===== src/rtl/bru_pkg.sv =====
package bru_pkg;
    typedef enum logic [2:0] {
        K_NONE = 3'd0,
        K_BEQ  = 3'd1,
        K_BNE  = 3'd2,
        K_JMP  = 3'd3,
        K_JAL  = 3'd4
    } bru_kind_e;
endpackage


===== src/rtl/bru_compare.sv =====
module bru_compare #(
    parameter int W = 32
) (
    input  logic [W-1:0] a_i,
    input  logic [W-1:0] b_i,
    output logic         eq_o
);
    logic [W-1:0] diff;

    for (genvar i = 0; i < W; i++) begin : g_bit
        assign diff[i] = a_i[i] ^ b_i[i];
    end

    assign eq_o = ~|diff;
endmodule


===== src/rtl/bru_target.sv =====
module bru_target #(
    parameter int XLEN   = 32,
    parameter int OFF_W  = 16,
    parameter int JIDX_W = 26
) (
    input  logic [XLEN-1:0]   pc_i,
    input  logic [OFF_W-1:0]  off_i,
    input  logic [JIDX_W-1:0] jidx_i,
    output logic [XLEN-1:0]   br_tgt_o,
    output logic [XLEN-1:0]   j_tgt_o
);
    localparam int EXT_W = XLEN - OFF_W - 2;
    localparam int TOP_W = XLEN - JIDX_W - 2;

    logic [XLEN-1:0] pc4;
    logic [XLEN-1:0] disp;

    assign pc4      = pc_i + XLEN'(4);
    assign disp     = {{EXT_W{off_i[OFF_W-1]}}, off_i, 2'b00};
    assign br_tgt_o = pc4 + disp;
    assign j_tgt_o  = {pc4[XLEN-1 -: TOP_W], jidx_i, 2'b00};
endmodule


===== src/rtl/bru_decode_resolve.sv =====
module bru_decode_resolve #(
    parameter int              XLEN       = 32,
    parameter int              OFF_W      = 16,
    parameter int              JIDX_W     = 26,
    parameter bit              DELAY_SLOT = 1'b1,
    parameter logic [XLEN-1:0] RESET_PC   = '0
) (
    input  logic              clk,
    input  logic              rst_n,
    input  logic              stall_i,
    input  logic [2:0]        id_op_i,
    input  logic [XLEN-1:0]   id_pc_i,
    input  logic [XLEN-1:0]   id_rs_i,
    input  logic [XLEN-1:0]   id_rt_i,
    input  logic [OFF_W-1:0]  id_off_i,
    input  logic [JIDX_W-1:0] id_jidx_i,
    output logic [XLEN-1:0]   pc_o,
    output logic              flush_o,
    output logic              taken_o,
    output logic [XLEN-1:0]   link_o
);
    import bru_pkg::*;

    localparam int LINK_OFS = DELAY_SLOT ? 8 : 4;

    typedef struct packed {
        logic [XLEN-1:0] pc;
        logic            flush;
    } bru_state_t;

    bru_state_t state_d, state_q;

    logic            ops_eq;
    logic [XLEN-1:0] br_tgt;
    logic [XLEN-1:0] j_tgt;
    logic            cond;
    logic            is_jump;
    logic            take;
    bru_kind_e       kind;

    bru_compare #(.W(XLEN)) u_cmp (
        .a_i  (id_rs_i),
        .b_i  (id_rt_i),
        .eq_o (ops_eq)
    );

    bru_target #(.XLEN(XLEN), .OFF_W(OFF_W), .JIDX_W(JIDX_W)) u_tgt (
        .pc_i     (id_pc_i),
        .off_i    (id_off_i),
        .jidx_i   (id_jidx_i),
        .br_tgt_o (br_tgt),
        .j_tgt_o  (j_tgt)
    );

    always_comb begin
        kind    = bru_kind_e'(id_op_i);
        cond    = 1'b0;
        is_jump = 1'b0;
        case (kind)
            K_BEQ:   cond = ops_eq;
            K_BNE:   cond = ~ops_eq;
            K_JMP,
            K_JAL: begin
                cond    = 1'b1;
                is_jump = 1'b1;
            end
            default: cond = 1'b0;
        endcase

        // a squashed decode slot or a stalled pipe never redirects
        take    = cond & ~stall_i & ~state_q.flush;

        state_d = state_q;
        if (!stall_i) begin
            if (take) begin
                state_d.pc = is_jump ? j_tgt : br_tgt;
            end else begin
                state_d.pc = state_q.pc + XLEN'(4);
            end
            state_d.flush = take & ~DELAY_SLOT;
        end
    end

    always_ff @(posedge clk) begin
        if (!rst_n) begin
            state_q.pc    <= RESET_PC;
            state_q.flush <= 1'b0;
        end else begin
            state_q <= state_d;
        end
    end

    assign pc_o    = state_q.pc;
    assign flush_o = state_q.flush;
    assign taken_o = take;
    assign link_o  = id_pc_i + XLEN'(LINK_OFS);
endmodule


===== config.mk =====
export PLATFORM = sky130hd
export DESIGN_NAME = bru_decode_resolve
export DESIGN_NICKNAME = d
export VERILOG_FILES = /design/src/rtl/bru_pkg.sv /design/src/rtl/bru_compare.sv /design/src/rtl/bru_target.sv /design/src/rtl/bru_decode_resolve.sv
export SDC_FILE = /design/constraint.sdc
export NUM_CORES = 1
export LEC_CHECK = 0
export BUFFER_PORTS_ARGS = -buffer_cell sky130_fd_sc_hd__buf_4
export CAP_MARGIN = 20
export CORE_MARGIN = 8
export CORE_UTILIZATION = 45
export DETAILED_ROUTE_END_ITERATION = 8
export GPL_ROUTABILITY_DRIVEN = 0
export PLACE_DENSITY = 0.73
export SYNTH_ARGS = -nofsm -noshare
export SYNTH_HDL_FRONTEND = slang
export SYNTH_HIERARCHICAL = 1
export SYNTH_SLANG_ARGS = --single-unit

===== constraint.sdc =====
create_clock -name clk -period 4.4 [get_ports clk]
set_input_delay 0.88 -clock clk [delete_from_list [all_inputs] [get_ports clk]]
set_output_delay 0.88 -clock clk [all_outputs]
set_load 0.02 [all_outputs]

==> metrics.cfg <==
[clocking]
cts-hold-fix-buffers=0
cts-htree-levels=2
clockBufferDepth=2
clock_latency_ns=0.28
cts_buffers=5
cts_root_buffer=clkbuf_16
cts_tree=built
clk_pin_slew_ns=0.06
clkSinkCount=32

[floorplanning]
core_region_area_mm2=0.01303
die_area_mm2=0.01706
die_h_um=130.6
start_util_pct=45.35
rows=42
pin_count=210
die_x_um=130.6

[setup_path]
cp_data_required_time_ns=4.57
cp_data_arrival_time_ns=4.26
cp-end-kind=flop
cp-start-kind=input pin
critPathMaxStageDelay_ns=0.37
critPathKind=input pin to flop
path_delay_family=compound AO/OA/AOI/OAI gates
cp_max_fo=6
crit_buf_inv=2
slowest_stage=nor4_4
crit_chain=buf_4 -> and4_4 -> nand2_2 -> buf_4 -> nor4_4 -> nand2_1 -> xnor2_1 -> ha_1 -> a21o_1 -> a21oi_1 -> o21ai_0 -> o211ai_1 -> a21oi_1 -> a311oi_2 -> xnor2_1 -> o221ai_1 -> o21ai_0 -> a32o_1 -> o31a_1

[global_route]
grt_start_max_net_pins=42
grt_use_met1_pct=28.23
grt_pass1_wl_um=30370
grt_pass1_vias=6255
met3_usage_pct=3.247
groute.usage.overall_pct=21.74
gr-total-overflow=0
antenna_found_initial=0
grt-busiest-layer=met2
grt_util_met2_pct=36.62

[timing]
fin_crit_ns=4.087
setup_viol=0
rsz0062_at_grt=false
tns_ns=0
worst_pin_slew_ns=1.098
fmax_mhz=244.7
final-hold-violation-count=0
fin_ws_ns=0.3128
finalClockSkew_ns=0.004833
timing.hold.ws_ns=0.5005
slew_headroom_pct=26.80
period_share_pct=92.89
drv_slew=0

[detailed_routing]
drtIter0Drc=437
drtAntennaViolNets=0
drt_first_pass_iters=5
wl_per_cell_um=16.45
wl_um=19370
drc=0
vias=6555
viasPerCell=5.569

[pwr]
power.switching_mw=0.6070
p_int_mw=0.9733
totalPowerFinal_mw=1.580
p_leak_nw=3.452
pwr-share-seq_pct=21.9
pwr_density_cell_mw_per_mm2=201.5
ir_drop_uv=165.5
p_clk_share_pct=25.5
power_frac_comb_pct=52.6
swShare_pct=38.41

[place]
port_buffers=208
dpl-instance-area_mm2=0.007646
placed_cells=1168
hpwl_um=15720
dp_slack_ns=0.04701

[final_layout]
nets=1184
fin_util_pct=60.19
largest_reg_flops=32
final_common_cell=buf_4
final_cell_mix=buf_4 (254), nand2_1 (83), xor2_1 (59)
stdcell_count=1177
drive_gt1_share_pct=29.77
final_area_mm2=0.007844
antenna_cells=0
num-fill-cells=1239
areaGrowthSynthToFinish_pct=32.71

[logic_synthesis]
ys_warn_count=6
synth-seq-area-share_pct=10.84
synth-edff-count=0
avgSynthCellArea_um2=7.388
ys_types=83
synthArstFlopShare_pct=0
ys_ff_latch=32
netlist_area_mm2=0.005911
synth_cells=800
synth_top_flop_cell=dfxtp_1

[outcome]
status=finished clean

[run]
maxCapViolCount=0

[worst_hold_path]
hold_class=flop to flop

-- layer usage --
metal	vias up	part of all wire (%)	wire length [µm]
met5	-	0	0
met4	0	1.5	286
met3	17	7.3	1413
met2	255	47	9050
met1	2957	44	8616
li1	3326	-	-
-- Yosys cell counts (19+ instances only) --
library cell | count | area, µm²
a21oi_1 | 47 | 235.2
a31oi_1 | 20 | 125.1
buf_4 | 35 | 262.8
dfxtp_1 | 32 | 640.6
ha_1 | 39 | 488.0
nand2_1 | 83 | 311.6
nand3_1 | 37 | 185.2
nand4_1 | 19 | 118.9
nor2_1 | 57 | 214.0
o21ai_0 | 22 | 110.1
o21ai_1 | 19 | 95.09
xnor2_1 | 55 | 481.7
xor2_1 | 59 | 516.8
-- cell type report --
class,instances,area [µm²],share of cell area (%)
clock buffer,6,128.9,1.643
inverter,20,75.07,0.9571
sequential,32,640.6,8.167
timing repair buffer,254,1907,24.31
multi-input combinational,687,4837,61.67
clock inverter,2,35.03,0.4466
tap,176,220.2,2.807
-- cells by family (layout without fill, tap and decap cells) --
kind of cell,count (synthesis),count (layout),share of synthesized area [%]
xor gates and xnor gates,115,115,17.17
other,2,3,0.1271
muxes,24,24,4.382
and+or+nand+nor,295,295,26.93
buffers and inverters,82,282,7.832
DFF,32,32,10.84
AOI/OAI and AO/OA,210,210,24.13
adders and majority gates,40,40,8.594
-- tightest hold or removal path: cells and delay by family (launching register included) --
kind	cells	cell delay, ns
flops	1	0.31
compound gates	1	0.05
simple gates	1	0.09
-- power groups by stage --
stage / Sequential [mW] / Combinational [mW] / Clock [mW]
floorplan: 0.369 / 0.481 / 0
global placement: 0.350 / 0.814 / 0
detailed placement: 0.351 / 0.821 / 0
CTS: 0.344 / 0.826 / 0.404
global route: 0.349 / 0.907 / 0.420
finish: 0.345 / 0.831 / 0.404
-- path summary, 6_finish.rpt --
| kind | endpoint | cells after the start | slack [ns] | from |
|---|---|---|---|---|
| worst min register to register | pc_o[1] | 2 | 0.50 | pc_o[1] |
| worst max register to register | pc_o[28] | 6 | 2.23 | pc_o[2] |
| worst min-delay path | pc_o[1] | 2 | 0.50 | pc_o[1] |
| worst max-delay path | pc_o[31] | 19 | 0.31 | id_pc_i[8] |
-- what timing repair did --
item                       4_1_cts  5_1_grt
gates resized for setup          0        5
setup buffers                    0        1
setup endpoints to repair        0        1
No activity file was read; power rests on OpenSTA's default activity.
